`config.mk`:
```
export PLATFORM = sky130hd
export DESIGN_NAME = lmx_engine
export DESIGN_NICKNAME = d
export VERILOG_FILES = /design/src/rtl/lmx_pkg.sv /design/src/rtl/lmx_coef_rom.sv /design/src/rtl/lmx_mac_neuron.sv /design/src/rtl/lmx_pwl_act.sv /design/src/rtl/lmx_engine.sv
export SDC_FILE = /design/constraint.sdc
export NUM_CORES = 2
export LEC_CHECK = 0
export ABC_AREA = 0
export BUFFER_PORTS_ARGS = -buffer_cell sky130_fd_sc_hd__buf_4
export CAP_MARGIN = 20
export CORE_MARGIN = 2
export CORE_UTILIZATION = 25
export CTS_CLUSTER_DIAMETER = 50
export DETAILED_ROUTE_END_ITERATION = 10
export HOLD_SLACK_MARGIN = 0.05
export PLACE_DENSITY = 0.41
export SLEW_MARGIN = 15
export SYNTH_ARGS = -nofsm -noshare
export SYNTH_HDL_FRONTEND = slang
export SYNTH_SLANG_ARGS = --single-unit
```
`constraint.sdc`:
```
create_clock -name clk -period 23.8 [get_ports clk]
set_clock_uncertainty 0.1 [all_clocks]
set_input_delay 1.19 -clock clk [delete_from_list [all_inputs] [get_ports clk]]
set_output_delay 1.19 -clock clk [all_outputs]
set_load 0.02 [all_outputs]
```
`src/rtl/lmx_pkg.sv`:
```
package lmx_pkg;

  typedef enum logic [2:0] {
    ST_IDLE,
    ST_LOAD_BIAS,
    ST_ACCUM,
    ST_EMIT,
    ST_NEXT_LAYER,
    ST_DONE
  } lmx_state_e;

  // Coefficient generators: Q8.8 values in steps of 0.25 (weights) and 0.125 (biases)
  function automatic int lmx_weight(int layer, int neuron, int src);
    return (((layer * 7 + neuron * 5 + src * 3 + 1) % 9) - 4) * 64;
  endfunction

  function automatic int lmx_bias(int layer, int neuron);
    return (((layer * 3 + neuron * 5 + 2) % 7) - 3) * 32;
  endfunction

endpackage

```
`src/rtl/lmx_coef_rom.sv`:
```
module lmx_coef_rom #(
  parameter int DATA_W = 16,
  parameter int LW     = 1,
  parameter int IW     = 3,
  parameter int NEURON = 0
) (
  input  logic [LW-1:0]            layer,
  input  logic [IW-1:0]            idx,
  output logic signed [DATA_W-1:0] weight,
  output logic signed [DATA_W-1:0] bias
);
  import lmx_pkg::*;

  always_comb begin
    weight = DATA_W'(lmx_weight(int'(layer), NEURON, int'(idx)));
    bias   = DATA_W'(lmx_bias(int'(layer), NEURON));
  end

endmodule

```
`src/rtl/lmx_mac_neuron.sv`:
```
module lmx_mac_neuron #(
  parameter int DATA_W = 16,
  parameter int ACC_W  = 40,
  parameter int FRAC   = 8
) (
  input  logic                     clk,
  input  logic                     rst_n,
  input  logic                     load,
  input  logic                     en,
  input  logic signed [DATA_W-1:0] bias,
  input  logic signed [DATA_W-1:0] x,
  input  logic signed [DATA_W-1:0] w,
  output logic signed [ACC_W-1:0]  acc
);

  logic signed [2*DATA_W-1:0] prod;
  logic signed [ACC_W-1:0]    prod_ext;
  logic signed [ACC_W-1:0]    bias_ext;

  assign prod     = x * w;
  assign prod_ext = ACC_W'(prod);
  assign bias_ext = ACC_W'(bias) <<< FRAC;

  always_ff @(posedge clk or negedge rst_n) begin
    if (!rst_n)    acc <= '0;
    else if (load) acc <= bias_ext;
    else if (en)   acc <= acc + prod_ext;
  end

  // bias load and accumulation never coincide in one cycle
  assert_load_en_excl_R3: assert property (@(posedge clk) disable iff (!rst_n)
    load |-> !en);

endmodule

```
`src/rtl/lmx_pwl_act.sv`:
```
module lmx_pwl_act #(
  parameter int DATA_W = 16,
  parameter int ACC_W  = 40,
  parameter int FRAC   = 8
) (
  input  logic signed [ACC_W-1:0]  acc,
  output logic        [DATA_W-1:0] y
);

  localparam int ONE = 1 << FRAC;
  localparam logic signed [ACC_W-1:0] NET_HI = ACC_W'((1 << (DATA_W - 1)) - 1);
  localparam logic signed [ACC_W-1:0] NET_LO = -NET_HI - ACC_W'(1);
  localparam logic [DATA_W:0] K_ONE = (DATA_W+1)'(ONE);
  localparam logic [DATA_W:0] BP_1  = (DATA_W+1)'(ONE);
  localparam logic [DATA_W:0] BP_2  = (DATA_W+1)'((19 * ONE) / 8);
  localparam logic [DATA_W:0] BP_3  = (DATA_W+1)'(5 * ONE);
  localparam logic [DATA_W:0] OFS_A = (DATA_W+1)'(ONE / 2);
  localparam logic [DATA_W:0] OFS_B = (DATA_W+1)'((5 * ONE) / 8);
  localparam logic [DATA_W:0] OFS_C = (DATA_W+1)'((27 * ONE) / 32);

  logic signed [ACC_W-1:0]  shifted;
  logic signed [DATA_W-1:0] net;
  logic signed [DATA_W:0]   net_wide;
  logic        [DATA_W:0]   mag;
  logic        [DATA_W:0]   pos_y;
  logic        [DATA_W:0]   res;

  assign shifted  = acc >>> FRAC;

  always_comb begin
    if (shifted > NET_HI)      net = NET_HI[DATA_W-1:0];
    else if (shifted < NET_LO) net = NET_LO[DATA_W-1:0];
    else                       net = shifted[DATA_W-1:0];
  end

  assign net_wide = {net[DATA_W-1], net};
  assign mag      = net[DATA_W-1] ? $unsigned(-net_wide) : $unsigned(net_wide);

  always_comb begin
    if (mag >= BP_3)      pos_y = K_ONE;
    else if (mag >= BP_2) pos_y = (mag >> 5) + OFS_C;
    else if (mag >= BP_1) pos_y = (mag >> 3) + OFS_B;
    else                  pos_y = (mag >> 2) + OFS_A;
    res = net[DATA_W-1] ? (K_ONE - pos_y) : pos_y;
  end

  assign y = res[DATA_W-1:0];

endmodule

```
`src/rtl/lmx_engine.sv`:
```
module lmx_engine #(
  parameter int DATA_W     = 16,
  parameter int FRAC       = 8,
  parameter int ACC_W      = 40,
  parameter int NUM_LAYERS = 2,
  parameter int LAYER_SZ [NUM_LAYERS+1] = '{3, 4, 2}
) (
  input  logic              clk,
  input  logic              rst_n,
  input  logic              start,
  input  logic [DATA_W-1:0] in_data,
  input  logic              in_valid,
  output logic              in_ready,
  output logic [DATA_W-1:0] out_data,
  output logic              out_valid,
  input  logic              out_ready,
  output logic              out_last
);
  import lmx_pkg::*;

  function automatic int widest_layer();
    int m = 1;
    for (int k = 1; k <= NUM_LAYERS; k++) if (LAYER_SZ[k] > m) m = LAYER_SZ[k];
    return m;
  endfunction

  function automatic int widest_any();
    int m = widest_layer();
    if (LAYER_SZ[0] > m) m = LAYER_SZ[0];
    return m;
  endfunction

  localparam int MAX_N = widest_layer();
  localparam int IW    = $clog2(widest_any() + 1);
  localparam int BUF_D = 1 << IW;
  localparam int LW    = (NUM_LAYERS > 1) ? $clog2(NUM_LAYERS) : 1;
  localparam int ONE   = 1 << FRAC;

  lmx_state_e        state_q;
  logic [LW-1:0]     layer_q;
  logic [IW-1:0]     idx_q;
  logic [IW-1:0]     cur_src;
  logic [IW-1:0]     cur_dst;
  logic              last_layer;
  logic              last_dst;
  logic              beat;
  logic [DATA_W-1:0] buf_q [BUF_D];
  logic [DATA_W-1:0] x_bcast;
  logic [DATA_W-1:0] act_y;
  logic signed [ACC_W-1:0] acc_arr [BUF_D];
  logic [IW-1:0]     seen_q;

  // Layer geometry for the pass in progress
  always_comb begin
    cur_src = '0;
    cur_dst = '0;
    for (int k = 0; k < NUM_LAYERS; k++) begin
      if (LW'(k) == layer_q) begin
        cur_src = IW'(LAYER_SZ[k]);
        cur_dst = IW'(LAYER_SZ[k+1]);
      end
    end
  end

  assign last_layer = (layer_q == LW'(NUM_LAYERS - 1));
  assign last_dst   = (idx_q == cur_dst - IW'(1));
  assign in_ready   = (state_q == ST_ACCUM) && (layer_q == '0);
  assign beat       = (state_q == ST_ACCUM) && ((layer_q != '0) || in_valid);
  assign x_bcast    = (layer_q == '0) ? in_data : buf_q[idx_q];

  // Physical layer: one MAC neuron per slot of the widest layer
  for (genvar n = 0; n < BUF_D; n++) begin : g_slot
    if (n < MAX_N) begin : g_live
      logic signed [DATA_W-1:0] w_n;
      logic signed [DATA_W-1:0] b_n;
      logic                     act_n;

      assign act_n = (IW'(n) < cur_dst);

      lmx_coef_rom #(
        .DATA_W(DATA_W), .LW(LW), .IW(IW), .NEURON(n)
      ) u_rom (
        .layer (layer_q),
        .idx   (idx_q),
        .weight(w_n),
        .bias  (b_n)
      );

      lmx_mac_neuron #(
        .DATA_W(DATA_W), .ACC_W(ACC_W), .FRAC(FRAC)
      ) u_mac (
        .clk  (clk),
        .rst_n(rst_n),
        .load (state_q == ST_LOAD_BIAS),
        .en   (beat && act_n),
        .bias (act_n ? b_n : '0),
        .x    (x_bcast),
        .w    (w_n),
        .acc  (acc_arr[n])
      );
    end else begin : g_none
      assign acc_arr[n] = '0;
    end
  end

  // Single shared narrowing + activation stage
  lmx_pwl_act #(
    .DATA_W(DATA_W), .ACC_W(ACC_W), .FRAC(FRAC)
  ) u_act (
    .acc(acc_arr[idx_q]),
    .y  (act_y)
  );

  always_ff @(posedge clk or negedge rst_n) begin
    if (!rst_n) begin
      state_q   <= ST_IDLE;
      layer_q   <= '0;
      idx_q     <= '0;
      out_data  <= '0;
      out_valid <= 1'b0;
      out_last  <= 1'b0;
      for (int k = 0; k < BUF_D; k++) buf_q[k] <= '0;
    end else begin
      case (state_q)
        ST_IDLE: begin
          if (start) begin
            state_q <= ST_LOAD_BIAS;
            layer_q <= '0;
            idx_q   <= '0;
          end
        end
        ST_LOAD_BIAS: begin
          state_q <= ST_ACCUM;
          idx_q   <= '0;
        end
        ST_ACCUM: begin
          if (beat) begin
            if (idx_q == cur_src - IW'(1)) begin
              idx_q   <= '0;
              state_q <= ST_EMIT;
            end else begin
              idx_q <= idx_q + IW'(1);
            end
          end
        end
        ST_EMIT: begin
          if (!last_layer) begin
            buf_q[idx_q] <= act_y;
            if (last_dst) begin
              idx_q   <= '0;
              state_q <= ST_NEXT_LAYER;
            end else begin
              idx_q <= idx_q + IW'(1);
            end
          end else if (!out_valid || out_ready) begin
            out_data  <= act_y;
            out_valid <= 1'b1;
            out_last  <= last_dst;
            if (last_dst) begin
              idx_q   <= '0;
              state_q <= ST_DONE;
            end else begin
              idx_q <= idx_q + IW'(1);
            end
          end
        end
        ST_NEXT_LAYER: begin
          layer_q <= layer_q + LW'(1);
          state_q <= ST_LOAD_BIAS;
        end
        ST_DONE: begin
          if (!out_valid || out_ready) begin
            out_valid <= 1'b0;
            out_last  <= 1'b0;
            state_q   <= ST_IDLE;
          end
        end
        default: state_q <= ST_IDLE;
      endcase
    end
  end

  // Input transfers seen in the current run (assertion support)
  always_ff @(posedge clk or negedge rst_n) begin
    if (!rst_n)                              seen_q <= '0;
    else if (state_q == ST_IDLE && start)    seen_q <= '0;
    else if (in_valid && in_ready)           seen_q <= seen_q + IW'(1);
  end

  assert_in_accept_bound_R2: assert property (@(posedge clk) disable iff (!rst_n)
    (in_valid && in_ready) |-> (seen_q < IW'(LAYER_SZ[0])));

  assert_out_hold_R6: assert property (@(posedge clk) disable iff (!rst_n)
    (out_valid && !out_ready) |=> (out_valid && $stable(out_data) && $stable(out_last)));

  assert_last_needs_valid_R6: assert property (@(posedge clk) disable iff (!rst_n)
    out_last |-> out_valid);

  assert_act_range_R5: assert property (@(posedge clk) disable iff (!rst_n)
    out_valid |-> ($signed(out_data) >= 0 && $signed(out_data) <= ONE));

  assert_start_ignored_R7: assert property (@(posedge clk) disable iff (!rst_n)
    (start && state_q != ST_IDLE && state_q != ST_NEXT_LAYER) |=> (state_q != ST_LOAD_BIAS));

  assert_accum_window_R9: assert property (@(posedge clk) disable iff (!rst_n)
    (state_q == ST_ACCUM) |-> (idx_q < cur_src));

  assert_no_input_late_R2: assert property (@(posedge clk) disable iff (!rst_n)
    in_ready |-> !out_valid);

endmodule

```
# == Word-level counts from Yosys, hierarchy flattened ==
# Index checks and enable logic that the tools add are counted.
# word_totals
elab_cells,181
in_bits,21
regBits,313
output_inout_bits,19
# op_classes
reduce_logical,24
addsub,39
mux,56
bitwise_logic,2
multipliers,7
eq_ne,16
order_cmp,11
n_div,8
# ops
cell,n
40-bit two-way mux,10
16-bit two-way mux,14
40-bit by 32-bit adder with 40-bit output,4
32-bit by 2-bit adder with 32-bit output (second input constant),4
32-bit by 3-bit adder with 32-bit output (second input constant),4
32-bit adder,4
32-bit by 5-bit adder with 32-bit output (second input constant),4
128-bit bitwise mux,1
32-bit by 4-bit remainder unit with 32-bit output (second input constant),4
32-bit by 5-bit remainder unit with 32-bit output (second input constant),4
40-bit binary-select mux with 3-bit select,1
16-bit by 10-bit multiplier with 26-bit output,4
32-bit by 4-bit adder with 32-bit output (second input constant),2
16-bit binary-select mux with 3-bit select,1
16-bit demux with 3-bit select,1
3-bit two-way mux,16
11-bit by 3-bit subtractor with 11-bit output (second input constant),4
10-bit by 4-bit subtractor with 10-bit output (second input constant),4
32-bit by 16-bit > comparator with 1-bit output (second input constant),1
32-bit by 16-bit less-than comparator with 1-bit output (second input constant),1
3-bit case mux with 6 select lines,1
17-bit by 10-bit >= comparator with 1-bit output (second input constant),1
17-bit by 11-bit >= comparator with 1-bit output (second input constant),1
17-bit by 9-bit >= comparator with 1-bit output (second input constant),1
38 further kinds,71

# == Longest topological paths before layout ==
# depth
word_depth,16
mapped_depth,69
mapped_depth_nobuf,63

# == Modules after synthesis ==
# A second synthesis with hierarchy kept.
# hier_totals
cells_unflattened,7846
area_unflattened_um2,72469.5
# modules_own_cells
module,instances,seq_area_each_um2,area_per_inst_um2,cells_each
lmx_mac_neuron at g_slot[0].g_live.u_mac ...,2,1001.0,14129.8,1526
lmx_mac_neuron at g_slot[3].g_live.u_mac,1,1001.0,14177.3,1539
lmx_mac_neuron at g_slot[2].g_live.u_mac,1,1001.0,14133.6,1527
lmx_engine,1,3828.7,8431.8,694
lmx_pwl_act,1,0.0,1845.5,284
lmx_coef_rom at g_slot[1].g_live.u_rom,1,0.0,1524.0,206
lmx_coef_rom at g_slot[2].g_live.u_rom,1,0.0,1497.7,199
lmx_coef_rom at g_slot[3].g_live.u_rom,1,0.0,1370.1,186
lmx_coef_rom at g_slot[0].g_live.u_rom,1,0.0,1229.9,159

# == Least setup slack after synthesis ==
# Ideal clock, no wire load.
# synth_path
path_kind,register -> register
from,register idx_q[1]
to,register g_slot[2].g_live.u_mac.acc[39]
required_ns,23.557
path_stages_with_launch,65
t_arrival_ns,14.901
setup_time_ns,0.143
synth_period_minus_slack_ns,15.144
path_buffers,7
path_slack_ns,8.656
cell_sequence,dfrtp_1 buf_1 clkbuf_1 buf_1 inv_1 fa_1 ha_1 buf_2 inv_1 ha_1 inv_1 ha_1 o21a_1 o21ai_0 and2_1 buf_2 inv_1 o21ai_0 [29 not listed] or2_2 a21oi_1 a31oi_1 a41o_1 nor4_1 o31ai_1 or4_1 o311a_1 xor2_1 ha_1 and4_1 a221o_1 a31o_2 a21boi_0 nor3_1 o32ai_1 o211a_1 o31ai_1
# synth_between
elab_chain_len,9
word_cells_on_any_way,14
cone_classes,add/sub: 4; mul: 2; div: 1; mux: 6; bitwise: 1
# synth_rtl
element,line,text
start: declaration,lmx_engine.sv:41,logic [IW-1:0] idx_q;
start signal: assignment,lmx_engine.sv:142,idx_q <= idx_q + IW'(1);
start signal: assignment,lmx_engine.sv:153,idx_q <= idx_q + IW'(1);
start signal: assignment,lmx_engine.sv:163,idx_q <= idx_q + IW'(1);
3-bit by 2-bit multiplier with 5-bit output or 3-bit NOT with 4-bit output (tied branches),"lmx_pkg.sv:14, lmx_engine.sv:69",
32-bit adder or 16-bit binary-select mux with 3-bit select (tied branches),"lmx_pkg.sv:14, lmx_engine.sv:69",
32-bit by 2-bit adder with 32-bit output or 16-bit two-way mux (tied branches),"lmx_pkg.sv:14, lmx_engine.sv:69",
32-bit by 5-bit remainder unit with 32-bit output or 16-bit two-way mux (tied branches),"lmx_pkg.sv:14, lmx_engine.sv:69",
10-bit by 4-bit subtractor with 10-bit output or 16-bit two-way mux (tied branches),"lmx_pkg.sv:14, lmx_engine.sv:69",
16-bit by 10-bit multiplier with 26-bit output (*),lmx_mac_neuron.sv:20,assign prod = x * w;
40-bit by 32-bit adder with 40-bit output (*),lmx_mac_neuron.sv:27,else if (en) acc <= acc + prod_ext;
40-bit two-way mux (*),lmx_mac_neuron.sv:27,
40-bit two-way mux (*),lmx_mac_neuron.sv:26,else if (load) acc <= bias_ext;
end signal: assignment,lmx_mac_neuron.sv:26,
end signal: assignment,lmx_mac_neuron.sv:27,
end: declaration,lmx_mac_neuron.sv:13,output logic signed [ACC_W-1:0] acc
# Every way passes the cells marked *; elsewhere a longest branch is shown, timed or not. The select of a mux whose other input is x is not followed.
# A chain may end at the register's enable or synchronous reset.

# == Final worst setup path ==
# layout_path
from,register idx_q[2]
to,register g_slot[3].g_live.u_mac.acc[39]
# layout_between
elab_chain_len,9
word_cells_on_any_way,14
cone_classes,add/sub: 4; mul: 2; div: 1; mux: 6; bitwise: 1
# layout_rtl
element,line
3-bit by 2-bit multiplier with 5-bit output or 3-bit NOT with 4-bit output (tied branches),"lmx_pkg.sv:14, lmx_engine.sv:69"
32-bit adder or 16-bit binary-select mux with 3-bit select (tied branches),"lmx_pkg.sv:14, lmx_engine.sv:69"
32-bit by 2-bit adder with 32-bit output or 16-bit two-way mux (tied branches),"lmx_pkg.sv:14, lmx_engine.sv:69"
32-bit by 5-bit remainder unit with 32-bit output or 16-bit two-way mux (tied branches),"lmx_pkg.sv:14, lmx_engine.sv:69"
10-bit by 4-bit subtractor with 10-bit output or 16-bit two-way mux (tied branches),"lmx_pkg.sv:14, lmx_engine.sv:69"
16-bit by 10-bit multiplier with 26-bit output (*),lmx_mac_neuron.sv:20
40-bit by 32-bit adder with 40-bit output (*),lmx_mac_neuron.sv:27
40-bit two-way mux (*),lmx_mac_neuron.sv:27
40-bit two-way mux (*),lmx_mac_neuron.sv:26
end signal: assignment,lmx_mac_neuron.sv:26
end signal: assignment,lmx_mac_neuron.sv:27
end: declaration,lmx_mac_neuron.sv:13
# Marks and branches as above.

==> summary.md <==
| Metric | Value |
|---|---|
| Hold-fix buffers, CTS | `0` |
| Initial Util | `0.2517` |
| Fraction of layout cells with a size suffix above 1 | `0.08132` |
| Routed Antenna Nets | `0` |
| Post-synthesis sequential area ratio | `0.1509` |
| Post-route setup TNS | `0 ps` |
| Avg WL per Cell | `approximately 21 um` |
| CP endpoint kind | `flip-flop` |
| Area grow syn2layout | `11.14%` |
| Total core area | `190400 sq um` |
| RSZ-0062 raised after global routing | `no` |
| Post-CTS Resized | `0` |
| Detailed Route Iter0 Violations | `about 2700` |
| Die W | `about 440 um` |
| DP Wirelength | `136200 um` |
| Total wire length | `174100 um` |
| Crit path arrival time | `18360 ps` |
| Crit Path Category | `flip-flop to flip-flop` |
| Largest net degree at the start of global routing | `~140` |
| Tot GR Track Use | `0.1779` |
| Period utilization | `0.7526` |
| Port buffer count | `39` |
| Final hold viol count | `0` |
| Die height | `441.8 um` |
| Post-synth EDFFs | `0` |
| Ys async rst share | `1.000` |
| Initial antenna violation count | `17` |
| Rel. slew slack | `0.2288` |
| FF+latch count, synth | `289` |
| Routability cong. | `0.8754` |
| Drt first pass iters | `5` |
| Worst-case clock buffer depth | `3` |
| Critical Path Source Type | `flip-flop` |
| IO Pins | `40` |
| Synth warn | `0` |
| Post-Syn Nets | `6620` |
| CTS tree | `yes` |
| GR Overflow Total | `0` |
| Maxcap violations | `0` |
| Top_reg_cell synth | `dfrtp_1` |
| Vias per cell | `4.893` |
| Fill cells | `20550` |
| # nets final | `6578` |
| # setup viols final | `0` |
| Max Freq | `55.83 MHz` |
| CTS clk-pin slew, worst paths | `60 ps` |
| Die area | `about 200000 sq um` |
| Post-Synthesis Cells | `5600` |
| Vias | `39680` |
| Final Max Tran Viols | `0` |
| DRC viols | `0` |
| Worst path max stage delay | `790 ps` |
| H-tree depth | `2` |
| First-pass GRT wire length | `265800 um` |
| Post-Syn Area | `47910 sq um` |
| Slowest-stage cell, CP | `xor2_2` |
| HP Class | `flip-flop to flip-flop` |
| # rows | `160` |
| CP Max Fanout | `31` |
| CTS sink count | `289` |
| Netlist cell types | `110` |
| Vias in the first global route | `40490` |
| Clock Tree Root | `clkbuf_16` |
| Post-layout min period | `17910 ps` |
| CTS buffer count | `47` |
| # Post-CTS Setup Buffers | `0` |
| Most frequent CP cell | `ha_1` |
| Worst slew pin tran | `1156 ps` |
| Mapped Avg Cell Area | `between 8 and 9 sq um` |
| Clk_lat worst skew | `between 600 and 700 ps` |
| WP data required | `approximately 24000 ps` |
| Outcome | `finished clean` |
==> sequential cells by signal, summed over array words and instances (netlist names) <==
register,count
g_slot.g_live.u_mac.acc,136
buf_q,128
out_data,16
idx_q,3
state_q,3
last_layer,1
out_last,1
out_valid,1
==> cells in the mapped netlist, types with 62 or more instances <==
library cell	number	area, sq um
a21o_1	87	653.1
a21oi_1	275	1376
a31oi_1	62	387.9
clkbuf_1	178	668.1
dfrtp_1	289	7232
fa_1	567	11350
ha_1	432	5405
inv_1	827	3104
mux4_2	64	1441
nand2_1	445	1670
nand2b_1	129	807.0
nand3_1	134	670.6
nor2_1	574	2155
nor3_1	84	420.4
o21ai_0	289	1446
o21ai_1	113	565.5
xnor2_1	189	1655
xor2_1	94	823.3
==> cell type report <==
type	count	area (sq um)	share of cell area
multi-input combinational	4237	36800	0.6910
sequential	289	7241	0.1360
tap	2511	3142	0.05900
inverter	835	3134	0.05886
clock buffer	57	1305	0.02451
timing repair buffer	148	1155	0.02169
clock inverter	29	469.2	0.008811
antenna	3	7.507	0.0001410
==> kinds of logic (layout without fill, tap and decap cells) <==
family / count (synthesis) / in the layout / synth area share
compound gates: 1213 / 1213 / 0.1634
xor+xnor: 294 / 294 / 0.05560
fa+ha+maj: 1000 / 1000 / 0.3499
buf+inv: 1074 / 1069 / 0.08560
flops: 289 / 289 / 0.1509
mux: 102 / 102 / 0.03815
other cells: 0 / 3 / 0
simple gates: 1628 / 1628 / 0.1564
==> cell usage in the layout, fill, tap and decap left out, types with 113 or more instances in the layout <==
master / synthesis / final
inv_1: 827 / 827
nor2_1: 574 / 571
fa_1: 567 / 567
nand2_1: 445 / 443
ha_1: 432 / 432
o21ai_0: 289 / 289
dfrtp_1: 289 / 286
a21oi_1: 275 / 260
xnor2_1: 189 / 181
buf_4: 2 / 142
nand3_1: 134 / 134
nand2b_1: 129 / 129
o21ai_1: 113 / 113
==> through the flow <==
stage | util | area, sq um | setup WS [ps] | hold WS [ps] | std cells
final | 0.2797 | 53250 | 5889 | 376.3 | 8109
after global routing | 0.2797 | 53240 | 4600 | 402.1 | 8106
after CTS | 0.2795 | 53200 | 5765 | 382.1 | 8102
after detailed placement | 0.2701 | 51430 | 5842 | 368.9 | 8016
after global placement | 0.2701 | 51420 | 5808 | 358.0 | 8015
after floorplan | - | 47910 | 8656 | 344.6 | 5600
==> path summary, 6_finish.rpt <==
check	from	end	slack (ps)	depth (start not counted)
hold reg to reg	buf_q[98]$_DFFE_PN0P_	buf_q[98]$_DFFE_PN0P_	380	2
hold / removal	buf_q[98]$_DFFE_PN0P_	buf_q[98]$_DFFE_PN0P_	380	2
min in group asynchronous	rst_n	buf_q[81]$_DFFE_PN0P_	530	1
setup / recovery	idx_q[2]$_DFFE_PN0P_	g_slot[3].g_live.u_mac.acc[39]$_DFFE_PN0P_	5890	56
max in group asynchronous	rst_n	idx_q[1]$_DFFE_PN0P_	21520	2
setup reg to reg	idx_q[2]$_DFFE_PN0P_	g_slot[3].g_live.u_mac.acc[39]$_DFFE_PN0P_	5890	56
==> per-layer routing <==
layer / share of wire / track usage
met5: 0.00015 / 0
met4: 0.019 / 0.03033
met3: 0.039 / 0.01506
met2: 0.48 / 0.3021
met1: 0.46 / 0.2484
==> critical path, delay by kind of cell, from the launching register on <==
kind | cells | cell delay (ps)
mux | 1 | 340
compound gates | 19 | 4460
simple gates | 9 | 1800
buf+inv | 7 | 1450
flops | 1 | 360
fa+ha+maj | 13 | 5640
xor+xnor | 7 | 3620
Power is not shown: default switching activity piles up to over one toggle a cycle in this logic, so the estimate is an artifact.
